==> src/rtl/a429_word_filter.sv <==
module a429_word_filter #(
  parameter int WORD_W = 32,
  parameter int LBL_W  = 8,
  parameter int NMB    = 3
) (
  input  logic              clk,
  input  logic              rst_n,
  input  logic              ctl_we,
  input  logic [4:0]        ctl_wdata,
  input  logic              lbl_we,
  input  logic [LBL_W-1:0]  lbl_idx,
  input  logic              lbl_bit,
  input  logic              mv_we,
  input  logic              mv_first,
  input  logic [LBL_W-1:0]  mv_byte,
  output logic [LBL_W-1:0]  match_val1,
  output logic [LBL_W-1:0]  match_val2,
  output logic [LBL_W-1:0]  match_val3,
  input  logic              in_vld,
  input  logic [WORD_W-1:0] in_word,
  output logic              fifo_we,
  output logic [WORD_W-1:0] fifo_word,
  input  logic              mb_rd,
  input  logic [1:0]        mb_sel,
  output logic [WORD_W-LBL_W-1:0] mb_data,
  output logic [NMB-1:0]    mb_full
);
  localparam int MB_W  = WORD_W - LBL_W;
  localparam int MAP_N = 1 << LBL_W;

  logic par_on, sd_on, sd9, sd10, pl_on;
  logic [MAP_N-1:0] lbl_map;
  logic [LBL_W-1:0] mval [NMB];
  logic [MB_W-1:0]  mbox [NMB];
  logic [1:0] ld_ptr;
  logic [NMB-1:0] hit, rd_clr;

  wire [LBL_W-1:0]  lab   = in_word[LBL_W-1:0];
  wire [WORD_W-1:0] pword = par_on ? {~^in_word, in_word[WORD_W-2:0]} : in_word;
  wire sd_ok   = !sd_on || (in_word[8] == sd9 && in_word[9] == sd10);
  wire to_fifo = in_vld && sd_ok && lbl_map[lab];
  wire [1:0] ld_cur = mv_first ? 2'd0 : ld_ptr;

  for (genvar i = 0; i < NMB; i++) begin : g_mb
    assign hit[i]    = in_vld && sd_ok && pl_on && (lab == mval[i]);
    assign rd_clr[i] = mb_rd && (mb_sel == 2'(i + 1));
    always_ff @(posedge clk) begin
      if (!rst_n)      mbox[i] <= '0;
      else if (hit[i]) mbox[i] <= pword[WORD_W-1:LBL_W];
    end
  end

  assign match_val1 = mval[0];
  assign match_val2 = mval[1];
  assign match_val3 = mval[2];

  always_comb begin
    case (mb_sel)
      2'd1:    mb_data = mbox[0];
      2'd2:    mb_data = mbox[1];
      2'd3:    mb_data = mbox[2];
      default: mb_data = '0;
    endcase
  end

  always_ff @(posedge clk) begin
    if (!rst_n) begin
      {pl_on, sd10, sd9, sd_on, par_on} <= '0;
      lbl_map <= '0;
      for (int i = 0; i < NMB; i++) mval[i] <= '0;
      ld_ptr    <= '0;
      fifo_we   <= 1'b0;
      fifo_word <= '0;
      mb_full   <= '0;
    end else begin
      if (ctl_we) {pl_on, sd10, sd9, sd_on, par_on} <= ctl_wdata;
      if (lbl_we) lbl_map[lbl_idx] <= lbl_bit;
      if (mv_we) begin
        mval[2'd2 - ld_cur] <= mv_byte;
        ld_ptr <= (ld_cur == 2'd2) ? 2'd0 : ld_cur + 2'd1;
      end
      fifo_we <= to_fifo;
      if (to_fifo) fifo_word <= pword;
      mb_full <= (mb_full & ~rd_clr) | hit;
    end
  end


  fifo_src_chk: assert property (@(posedge clk) disable iff (!rst_n)
    fifo_we |-> $past(in_vld));


  par_keep_chk: assert property (@(posedge clk) disable iff (!rst_n)
    fifo_we |-> fifo_word[WORD_W-2:0] == $past(in_word[WORD_W-2:0]));


  sd_gate_chk: assert property (@(posedge clk) disable iff (!rst_n)
    (fifo_we && $past(sd_on)) |-> fifo_word[9:8] == {$past(sd10), $past(sd9)});


  flag_rise_chk: assert property (@(posedge clk) disable iff (!rst_n)
    (|(mb_full & ~$past(mb_full))) |-> $past(in_vld && pl_on));


  no_cap_chk: assert property (@(posedge clk) disable iff (!rst_n)
    !$past(pl_on) |-> $stable(mb_full) || ($countones(mb_full) < $countones($past(mb_full))));
endmodule

==> config.mk <==
export PLATFORM = sky130hd
export DESIGN_NAME = a429_word_filter
export DESIGN_NICKNAME = d
export VERILOG_FILES = /design/src/rtl/a429_word_filter.sv
export SDC_FILE = /design/constraint.sdc
export NUM_CORES = 1
export LEC_CHECK = 0
export BUFFER_PORTS_ARGS = -buffer_cell sky130_fd_sc_hd__buf_2
export CAP_MARGIN = 40
export CELL_PAD_IN_SITES_DETAIL_PLACEMENT = 0
export CELL_PAD_IN_SITES_GLOBAL_PLACEMENT = 1
export CORE_MARGIN = 2
export CORE_UTILIZATION = 50
export CTS_CLUSTER_DIAMETER = 50
export CTS_CLUSTER_SIZE = 25
export DETAILED_ROUTE_END_ITERATION = 8
export PLACE_DENSITY_LB_ADDON = 0.1
export SETUP_SLACK_MARGIN = 0.2
export SLEW_MARGIN = 20
export SYNTH_ARGS = -nofsm -noshare
export SYNTH_HDL_FRONTEND = slang
export SYNTH_SLANG_ARGS = --single-unit
==> constraint.sdc <==
create_clock -name clk -period 10.57 [get_ports clk]
set_input_delay 2.6425 -clock clk [delete_from_list [all_inputs] [get_ports clk]]
set_output_delay 2.6425 -clock clk [all_outputs]
set_load 0.05 [all_outputs]
==> metrics.txt <==
outcome=finished clean; drt pass-1 iters=5; Core Area=around 0.037 mm^2; CTS clk-pin slew, worst paths=about 0.07 ns; number of synthesized flops with an enable pin=96; clk_skew=roughly 0.026 ns; first-pass GRT wire length=approximately 90 mm; vias per std cell=roughly 6.3; syn_nets=between 2000 and 2500; Clock Path Buffers=3; CTS Buf Count=40; CTS Sinks=about 400; Highest Clock Rate=about 0.15 GHz; Min-Delay Path Class=reg -> reg; Vias=15890; crit-path max FO=27; Max VDD drop=around 0.11 mV; Die Ht=about 200 um; unrepaired setup endpoints after global routing=false; Cell Area, Placed=roughly 0.02 mm^2; final wirelength=around 59 mm; vias in the first global route=15050; GR Overflow Total=0; largest net degree at the start of global routing=roughly 110; initial drt markers=approximately 1800; Die X=roughly 200 um; H-tree depth=2; Layout Cells excl Fill=between 2000 and 3000; Initial Util=~50%; MaxCap Viol Count=0; fin area=about 0.021 mm^2; Slew Viols, Final=0; fraction of registers with async set/reset=0%; DR WL/cell=23.43 um; synthesized cell area=0.01854 mm^2; clock latency on the worst-skew pair=0.58 ns; Util after Layout=just under 60%; Synth Flop Type=dfxtp_1; critical path type=in -> out; Worst setup SP type=primary input; power density over the cells=161.6 mW/mm^2; Final HPWL DP=roughly 37 mm; post-synth top area share=between 30% and 40%; CTS tree=yes; hold buffers post-CTS=0; Post-synth top cells=299 x dfxtp_1, 269 x nand3_1, 259 x a21oi_1, 246 x o21ai_0, 163 x clkbuf_1; Resize count post-CTS=0; Final TNS setup=0 ns; std cell rows=70; leakage=~7.6 nW; most instantiated library cell after synthesis=dfxtp_1; GR Util All Layers=between 30% and 40%; slew margin rel.=between 40% and 50%; antenna-violating nets left=0; hold slack=about 0.45 ns; fin nets=2099; Root Buffer=clkbuf_16; full die area=about 0.039 mm^2; Critical Path RT=around 8 ns; Yosys warning count=0; dpl cells=2457; layout cell share with drive strength beyond 1=approximately a fifth; worst slew pin tran=0.8824 ns; DRC=0; Final Wtd Congestion=0.8480; Synth area leaders=dfxtp_1 32%, edfxtp_1 16%, nand3_1 7.3%; post-CTS setup buffers=0; Hold Violations, Final=0; Area Overhead vs Synth=14.14%; synth unique cells=between 40 and 50; ant diodes=0; final worst path period share=around 65%; number of port buffers=between 100 and 150; Post-Syn Instances=just under 2000; Final setup viols=0; initial antenna violation count=0; #FFs+latches synth=between 300 and 400; number of placed I/O pins=approximately 150; Mean Syn Cell Area=around 9.4 um^2; min Tclk post-route=about 6.9 ns; dominant cell type by area after synthesis=dfxtp_1; Crit. End Element=output pin; critical path arrival=between 4 and 5 ns; post-synthesis sequential area ratio=roughly 48%
registers in the layout, summed over array words and instances, names as in the netlist, 2 cells and up:
name and count:
fifo_word 32, lbl_map 256, ld_ptr 2, mb_full 3, mbox 72, mval 24
worst max-delay path: stages:
cell,delay [ns]
buf_2,0.50
nor2b_2,0.40
buf_6,0.24
a22o_1,0.18
buf_2,0.26
through the flow:
step | total power, mW | setup slack [ns]
after global routing | 3.520 | 3.578
after global placement | 1.962 | 3.389
after floorplan | 1.864 | 3.873
after detailed placement | 1.972 | 3.676
final | 3.420 | 3.686
after CTS | 3.436 | 3.681
report_power, final:
part	switching (mW)	internal [mW]
Combinational	0.259	0.103
Sequential	0.0126	1.57
Clock	0.674	0.802
layout make-up:
| cell class | instances | area, um^2 |
|---|---|---|
| Multi-Input combinational cell | 1385 | 8921 |
| Clock inverter | 28 | 286.5 |
| Tap cell | 468 | 585.6 |
| Timing Repair Buffer | 211 | 1423 |
| Sequential cell | 395 | 8869 |
| Clock buffer | 44 | 1059 |
| Fill cell | 3234 | 15360 |
| Inverter | 2 | 15.01 |
placed cells by master, fill, tap and decap left out, drive strengths merged, types with 3 or more instances in the layout:
| cell | synthesis | layout |
|---|---|---|
| mux2i | 77 | 77 |
| nor3 | 13 | 13 |
| nand3 | 269 | 269 |
| nor2b | 16 | 16 |
| dfxtp | 299 | 299 |
| edfxtp | 96 | 96 |
| clkbuf | 163 | 45 |
| mux2 | 27 | 27 |
| a211oi | 3 | 3 |
| clkinvlp | 0 | 3 |
| a21o | 4 | 4 |
| buf | 27 | 210 |
| and2 | 54 | 54 |
| o21ai | 247 | 247 |
| nand4 | 4 | 4 |
| xnor2 | 27 | 27 |
| and3 | 47 | 47 |
| inv | 2 | 16 |
| a22oi | 18 | 18 |
| mux4 | 54 | 54 |
| xor2 | 30 | 30 |
| nand2 | 125 | 125 |
| nand2b | 11 | 11 |
| clkinv | 0 | 9 |
| a22o | 25 | 25 |
| nor2 | 51 | 51 |
| nor4 | 10 | 10 |
| a21oi | 260 | 260 |
routing by layer:
layer  vias up  track usage, %  wire (um)
met5         -               0          0
met4         0           10.66       1624
met3       101           4.723       4902
met2       664           47.39      27050
met1      7839           43.43      25760
li1       7290               -          -
cells by family after synthesis:
| kind of cell | Yosys count | synth area share, % |
|---|---|---|
| AO/OA/AOI/OAI | 567 | 16.44 |
| AND/OR/NAND/NOR | 603 | 16.21 |
| flip-flops | 395 | 47.84 |
| XOR/XNOR | 57 | 2.693 |
| buffers and inverters | 192 | 4.455 |
| multiplexers | 158 | 12.36 |
final timing paths:
path                        end  slack (ns)           from  cells after the start
hold / removal    fifo_word[19]        0.45  fifo_word[19]                      2
setup reg to reg  fifo_word[21]        7.84   lbl_map[131]                      8
setup / recovery    mb_data[21]        3.69      mb_sel[1]                      5
hold reg to reg   fifo_word[19]        0.45  fifo_word[19]                      2
Note: power is estimated with default switching activity, not from simulation.
